--- config.mk ---
export PLATFORM = sky130hd
export DESIGN_NAME = pll_prog_reg
export DESIGN_NICKNAME = d
export VERILOG_FILES = /design/src/rtl/pll_prog_pkg.sv /design/src/rtl/pll_lock_field.sv /design/src/rtl/pll_fb_div.sv /design/src/rtl/pll_range_guard.sv /design/src/rtl/pll_prog_reg.sv
export SDC_FILE = /design/constraint.sdc
export NUM_CORES = 1
export LEC_CHECK = 0
export BUFFER_PORTS_ARGS = -buffer_cell sky130_fd_sc_hd__buf_4
export CAP_MARGIN = 20
export CORE_MARGIN = 5
export CORE_UTILIZATION = 45
export DETAILED_ROUTE_END_ITERATION = 7
export GPL_TIMING_DRIVEN = 0
export PLACE_DENSITY = 0.83
export SLEW_MARGIN = 0
export SYNTH_ARGS = -nofsm -noshare
export SYNTH_HDL_FRONTEND = slang
export SYNTH_SLANG_ARGS = --single-unit
--- constraint.sdc ---
create_clock -name clk -period 3.6 [get_ports clk]
set_clock_uncertainty 0.2 [all_clocks]
set_input_delay 0.54 -clock clk [delete_from_list [all_inputs] [get_ports clk]]
set_output_delay 0.54 -clock clk [all_outputs]
set_load 0.02 [all_outputs]
--- src/rtl/pll_prog_pkg.sv ---
package pll_prog_pkg;

    localparam int          FIELD_W   = 4;
    localparam int          REG_W     = 2 * FIELD_W;
    localparam logic [3:0]  MULT_RST  = 4'd6;
    localparam logic [3:0]  RANGE_RST = 4'd6;

endpackage

--- src/rtl/pll_lock_field.sv ---
module pll_lock_field #(
    parameter int         W       = 4,
    parameter logic [W-1:0] RST_VAL = '0
) (
    input  logic         clk,
    input  logic         rst_n,
    input  logic         wr_stb,
    input  logic         lock,
    input  logic [W-1:0] wdata,
    output logic [W-1:0] q,
    output logic         take
);

    typedef struct packed {
        logic [W-1:0] val;
    } field_t;

    field_t fld_d, fld_q;

    assign take = wr_stb & ~lock;

    always_comb begin
        fld_d = fld_q;
        if (!rst_n) begin
            fld_d.val = RST_VAL;
        end else if (take) begin
            fld_d.val = wdata;
        end
    end

    always_ff @(posedge clk) begin
        fld_q <= fld_d;
    end

    assign q = fld_q.val;

    AST_LOCKED_HOLDS: assert property (@(posedge clk) disable iff (!rst_n)
        (lock && rst_n) |=> $stable(q));

    AST_OPEN_STORES: assert property (@(posedge clk) disable iff (!rst_n)
        (wr_stb && !lock && rst_n) |=> (q == $past(wdata)));

endmodule

--- src/rtl/pll_fb_div.sv ---
module pll_fb_div #(
    parameter int W = 4
) (
    input  logic         clk,
    input  logic         rst_n,
    input  logic         tick,
    input  logic         restart,
    input  logic [W-1:0] code,
    output logic [W-1:0] div_n,
    output logic         fb_pulse
);

    typedef struct packed {
        logic [W-1:0] cnt;
        logic         pulse;
    } div_t;

    div_t dv_d, dv_q;
    logic [W-1:0] n_eff;
    logic         at_last;

    always_comb begin
        n_eff   = (code == '0) ? W'(1) : code;
        at_last = (dv_q.cnt >= (n_eff - W'(1)));
        dv_d       = dv_q;
        dv_d.pulse = 1'b0;
        if (!rst_n) begin
            dv_d = '0;
        end else if (restart) begin
            dv_d.cnt = '0;
        end else if (tick) begin
            if (at_last) begin
                dv_d.cnt   = '0;
                dv_d.pulse = 1'b1;
            end else begin
                dv_d.cnt = dv_q.cnt + W'(1);
            end
        end
    end

    always_ff @(posedge clk) begin
        dv_q <= dv_d;
    end

    assign div_n    = n_eff;
    assign fb_pulse = dv_q.pulse;

    AST_CNT_BELOW_N: assert property (@(posedge clk) disable iff (!rst_n)
        dv_q.cnt < div_n);

    AST_PULSE_NEEDS_TICK: assert property (@(posedge clk) disable iff (!rst_n)
        (fb_pulse && $past(rst_n)) |-> $past(tick));

    AST_RESTART_QUIET: assert property (@(posedge clk) disable iff (!rst_n)
        (restart && rst_n) |=> !fb_pulse);

endmodule

--- src/rtl/pll_range_guard.sv ---
module pll_range_guard #(
    parameter int W = 4
) (
    input  logic         clk,
    input  logic         rst_n,
    input  logic [W-1:0] range_q,
    input  logic         take,
    input  logic [W-1:0] wr_range,
    output logic         loop_kill,
    output logic         bcs_clr
);

    typedef struct packed {
        logic in_rst;
        logic clr;
    } grd_t;

    grd_t g_d, g_q;

    always_comb begin
        g_d.in_rst = ~rst_n;
        g_d.clr    = rst_n &&
                     ((take && (wr_range == '0)) ||
                      (g_q.in_rst && !take && (range_q == '0)));
    end

    always_ff @(posedge clk) begin
        g_q <= g_d;
    end

    assign loop_kill = (range_q == '0);
    assign bcs_clr   = g_q.clr;

    AST_CLR_WITH_KILL: assert property (@(posedge clk) disable iff (!rst_n)
        bcs_clr |-> loop_kill);

    AST_ZERO_WRITE_KILLS: assert property (@(posedge clk) disable iff (!rst_n)
        (take && rst_n && (wr_range == '0)) |=> (loop_kill && bcs_clr));

endmodule

--- src/rtl/pll_prog_reg.sv ---
module pll_prog_reg
    import pll_prog_pkg::*;
#(
    parameter int              FW        = FIELD_W,
    parameter logic [FW-1:0]   MULT_INIT = MULT_RST,
    parameter logic [FW-1:0]   RANGE_INIT = RANGE_RST,
    localparam int             RW        = 2 * FW
) (
    input  logic          clk,
    input  logic          rst_n,
    input  logic          wr_en,
    input  logic [RW-1:0] wr_data,
    output logic [RW-1:0] rd_data,
    input  logic          loop_on,
    input  logic          vco_tick,
    output logic          fb_pulse,
    output logic [FW-1:0] div_n,
    output logic          loop_kill,
    output logic          bcs_clr
);

    logic [FW-1:0] mult_q, range_q;
    logic          mult_take, range_take;

    pll_lock_field #(.W(FW), .RST_VAL(MULT_INIT)) u_mult (
        .clk    (clk),
        .rst_n  (rst_n),
        .wr_stb (wr_en),
        .lock   (loop_on),
        .wdata  (wr_data[RW-1:FW]),
        .q      (mult_q),
        .take   (mult_take)
    );

    pll_lock_field #(.W(FW), .RST_VAL(RANGE_INIT)) u_range (
        .clk    (clk),
        .rst_n  (rst_n),
        .wr_stb (wr_en),
        .lock   (loop_on),
        .wdata  (wr_data[FW-1:0]),
        .q      (range_q),
        .take   (range_take)
    );

    pll_fb_div #(.W(FW)) u_div (
        .clk      (clk),
        .rst_n    (rst_n),
        .tick     (vco_tick),
        .restart  (mult_take),
        .code     (mult_q),
        .div_n    (div_n),
        .fb_pulse (fb_pulse)
    );

    pll_range_guard #(.W(FW)) u_guard (
        .clk       (clk),
        .rst_n     (rst_n),
        .range_q   (range_q),
        .take      (range_take),
        .wr_range  (wr_data[FW-1:0]),
        .loop_kill (loop_kill),
        .bcs_clr   (bcs_clr)
    );

    assign rd_data = {mult_q, range_q};

    AST_TAKES_AGREE: assert property (@(posedge clk) disable iff (!rst_n)
        mult_take == range_take);

    AST_LOCK_REG_STABLE: assert property (@(posedge clk) disable iff (!rst_n)
        (loop_on && rst_n) |=> $stable(rd_data));

endmodule

* Word level (Yosys, flattened, before mapping)
Cells that the tools add are included.
Word-level totals: register bits 15, input port bits 13, output and inout bits 15, word-level logic and storage cells 27
Operators by class: add/subtract/negate cells 2, $lt $le $gt $ge 1, multiplexer cells 3, bitwise gates (word level) 4, reduce and logical (&&, ||, !) cells 11
Operators with widths (number):
- 4-bit logical NOT | 3
- 4-bit two-way mux | 2
- 4-bit by 1-bit adder with 4-bit output, second input constant | 1
- 4-bit greater-or-equal comparator | 1
- 1-bit logical AND | 4
- 4-bit by 1-bit subtractor with 4-bit output, second input constant | 1
- 1-bit NOT | 3
- 3-bit OR reduction | 1
- 2-bit OR reduction | 1
- 1-bit AND | 1
- 1-bit logical NOT | 1
- 1-bit logical OR | 1
- 1-bit two-way mux | 1

* Depth between registers and ports, before layout
depth in word-level cells 7, gate-level depth with buffers 9, depth with buffers taken out 9

* Hierarchy
A second synthesis with hierarchy kept.
Unflattened totals: cells, all modules 80, area, all modules 809.5 µm²
By module, submodules not included:
- pll_fb_div | times used 1, cells each 37, area each 364.1 µm², seq. area each 100.1 µm²
- pll_lock_field | times used 2, cells each 18, area each 177.7 µm², seq. area each 80.1 µm²
- pll_range_guard | times used 1, cells each 7, area each 90.1 µm², seq. area each 40.0 µm²

* Worst setup path before layout
Ideal clock, no wire load.
path type register to register, start point register u_mult.fld_q (netlist bit u_mult.q[2]), end point register u_div.dv_q (netlist bit u_div.fb_pulse), setup time 0.116 ns, data arrival time 1.929 ns, data required time 3.284 ns, path slack 1.355 ns, cell stages (with the launch flop) 8, buffers on the path 0, period minus slack after synthesis 2.245 ns, path through dfxtp_1 > nor3_1 > nor2_1 > ha_1 > ha_1 > a2111oi_4 > nor2_2 > and4_1
Between the ends: cells in the longest elaborated chain, start to end 5
Ends and longest elaborated chain:
- start, declared | RTL line pll_lock_field.sv:18 | field_t fld_d, fld_q;
- start signal, assigned | RTL line pll_lock_field.sv:32 | fld_q <= fld_d;
- 4-bit logical NOT | RTL line pll_fb_div.sv:23 | n_eff = (code == '0) ? W'(1) : code;
- 4-bit two-way mux * | RTL line pll_fb_div.sv:23
- 4-bit by 1-bit subtractor with 4-bit output * | RTL line pll_fb_div.sv:24 | at_last = (dv_q.cnt >= (n_eff - W'(1)));
- 4-bit greater-or-equal comparator * | RTL line pll_fb_div.sv:24
- 1-bit two-way mux * | RTL line pll_fb_div.sv:32 | if (at_last) begin
- end signal, assigned | RTL line pll_fb_div.sv:42 | dv_q <= dv_d;
- end, declared | RTL line pll_fb_div.sv:18 | div_t dv_d, dv_q;
Every way passes the cells marked *; elsewhere a longest branch is shown, timed or not. A chain may end at the register's enable or synchronous reset.

* Worst setup path after layout
Same ends and word-level chain as after synthesis.

==> impl_results.md <==
- First-pass GRT wire length: 3020 um
- Warnings from Yosys: 0
- Placed insts: 129
- Post-CTS Setup Bufs: 0
- PD cells: 370 nW/um^2
- # diodes: 0
- Synthesized cell area: 744 um^2
- Core ar.: 1540 um^2
- Mean Syn Cell Area: 8.56 um^2
- Crit Path Class: reg -> reg
- CTS Sinks: 15
- CTS buffer count: 3
- Net count, final: 137
- DP HPWL: 1390 um
- R2R depth: 7
- Post-synth top cells: nand2_1, dfxtp_1, a21oi_1
- TritonCTS clock tree: built
- Synthesized Nets: 106
- RSZ-0062 raised after global routing: no
- Pin count of the biggest net entering global routing: 11
- Gr ovfl total: 0
- Rows: 14
- Buf/Inv on CP: 0
- GPL Wtd Cong: 0.804
- Critical-path top delay cell: dfxtp_1
- Area delta synth->final: 32.9%
- Ys flop type: dfxtp_1
- DRT antenna net count: 0
- Critical path peak fanout: 6
- Hold depth: 3
- Async SR Flop Fraction: 0
- Largest stage delay, worst path: 0.44 ns
- CTS max path bufs: 2
- DRT Wirelength: 1740 um
- Final hold vios: 0
- H-tree level count: 1
- Via density: 5.22
- Min-delay src: wr_data[6]
- Sequential-to-total area share from yosys stat: 0.403
- Initial antenna violation count: 0
- Worst skew pair latency: 0.29 ns
- Layout cell share with drive strength beyond 1: 0.299
- Max Clk Rate: 425 MHz
- Starting Density: 0.483
- Top Ports: 28
- Hold EP: u_mult.q[2]
- Area contributors post-synth: dfxtp_1, ha_1, nand2_1
- Post-CTS Resized: 0
- Gate Count Post-Synth: 87
- Endpoint class of the critical path: flop
- Die Ht: 50.7 um
- Yosys cell types: 25
- Cell family with most CP delay: simple AND/OR/NAND/NOR gates
- Final TNS setup: 0 ns
- IO buf count: 26
- VDD IR max: 243 uV
- Hold bufs inserted after CTS: 0
- Worst EP arrival: 2.33 ns
- #FFs+latches synth: 15
- Die ar.: 2570 um^2
- PnR Total Power: 367 uW
- Crit. path cell count: 7
- Slew of the pin with the lowest slew margin: 0.396 ns
- Pre-Repair DR Iteration Count: 5
- WP data required: 3.58 ns
- FILL cells: 133
- CP cell instances: nor3_1 > nor2_1 > ha_1 > ha_1 > a2111oi_4 > nor2_2 > and4_1
- Kind of start point of the critical path: flop
- Cell taking the most area after synthesis: dfxtp_1
- Mean routed wirelength per cell: 13.1 um
- Clk root buf: clkbuf_4
- Max_cap viols: 0
- Most common cell in the synthesized netlist: nand2_1
- Area share of the largest cell type after synthesis: 0.403
- Slew headroom: 0.736
- Reg-to-Reg Start: u_mult.q[2]
- Initial DRC Count: 14
- Status: finished, final reports clean
- Vias in the first global route: 732
- Drt drc: 0
- Worst reg2reg path endpoint: u_div.fb_pulse
- R2R setup slack: 1.25 ns
- Clk pin slew, worst setup/hold paths: 0.10 ns
- Number of flops mapped to enable cells by yosys: 0
- Crit path time final: 2.35 ns
- GRT Total Usage: 0.147
- Die X: 50.7 um
- Class of the worst hold path: in -> reg
- Leak: 0.000446 uW
- Vias: 694
- Final period utilization: 0.653
- Slew Limit Fails: 0
- Final Non-Filler Cells: 133
- CP dominant cell by count: ha_1
- Final setup fails: 0
## where the power goes
part           total, uW  internal (uW)  leakage, uW  switching [uW]
combinational       85.7           41.6     0.000309            44.1
sequential           181            173     0.000123            7.37
clock                100           42.3    0.0000139            57.8
## through the flow
stage / setup slack [ns] / cell area (um^2) / util / hold WS [ns]
4_1_cts: 1.22 / 990 / 0.642 / 0.246
3_5_place_dp: 1.27 / 960 / 0.623 / 0.264
5_1_grt: 1.09 / 990 / 0.642 / 0.258
6_report: 1.25 / 990 / 0.642 / 0.263
3_3_place_gp: 1.31 / 960 / 0.623 / 0.242
2_1_floorplan: 1.35 / 744 / - / 0.233
## final cells by class
class | instances | area [um^2] | share of cell area
Multi-Input combinational cell | 62 | 405 | 0.410
Clock buffer | 3 | 22.5 | 0.0228
Inverter | 4 | 15.0 | 0.0152
Buffer | 6 | 23.8 | 0.0240
Tap cell | 16 | 20.0 | 0.0202
Timing Repair Buffer | 26 | 195 | 0.197
Sequential cell | 15 | 300 | 0.303
Clock inverter | 1 | 7.51 | 0.00759
## worst register-to-register path: stages, from the launching register on
cell	delay [ns]
dfxtp_1	0.44
nor3_1	0.08
nor2_1	0.22
ha_1	0.28
ha_1	0.31
a2111oi_4	0.41
nor2_2	0.10
and4_1	0.20
## placed cells by master, fill, tap and decap left out, types with 4 or more instances in the layout
cell	instances
a21oi_1	8
buf_4	26
clkbuf_1	5
dfxtp_1	15
ha_1	6
inv_1	4
nand2_1	18
nand2b_1	4
nand3_1	4
## worst max path at each step
| stage | from | to | slack, ns |
|---|---|---|---|
| CTS | u_mult.q[2] | u_div.fb_pulse | 1.22 |
| finish | u_mult.q[2] | u_div.fb_pulse | 1.25 |
| global route | u_mult.q[2] | u_div.dv_q[2] | 1.09 |
| global placement | u_mult.q[2] | u_div.fb_pulse | 1.31 |
| detailed placement | u_mult.q[2] | u_div.fb_pulse | 1.27 |
| floorplan | u_mult.q[2] | u_div.fb_pulse | 1.35 |
## per-layer routing
| metal | wire [um] | part of all wire | vias to the layer above | GRT usage |
|---|---|---|---|---|
| met5 | 0 | 0 | - | 0 |
| met4 | 0 | 0 | 0 | 0.0255 |
| met3 | 115 | 0.066 | 0 | 0.0621 |
| met2 | 912 | 0.52 | 23 | 0.262 |
| met1 | 715 | 0.41 | 315 | 0.162 |
| li1 | - | - | 356 | - |
## cell families (layout without fill, tap and decap cells)
group                      Yosys count  after routing  synth area share
DFF                                 15             15             0.403
and+or+nand+nor                     38             38             0.254
AOI/OAI and AO/OA                   16             16             0.166
adders and majority gates            6              6             0.101
xor gates and xnor gates             2              2            0.0235
buffers and inverters               10             40            0.0521
## registers in the layout, summed over array words and instances (netlist names)
register and cells:
u_div.dv_q 4, u_div.fb_pulse 1, u_guard.bcs_clr 1, u_guard.g_q 1, u_mult.q 4, u_range.q 4
(Power assumes the default switching activity.)
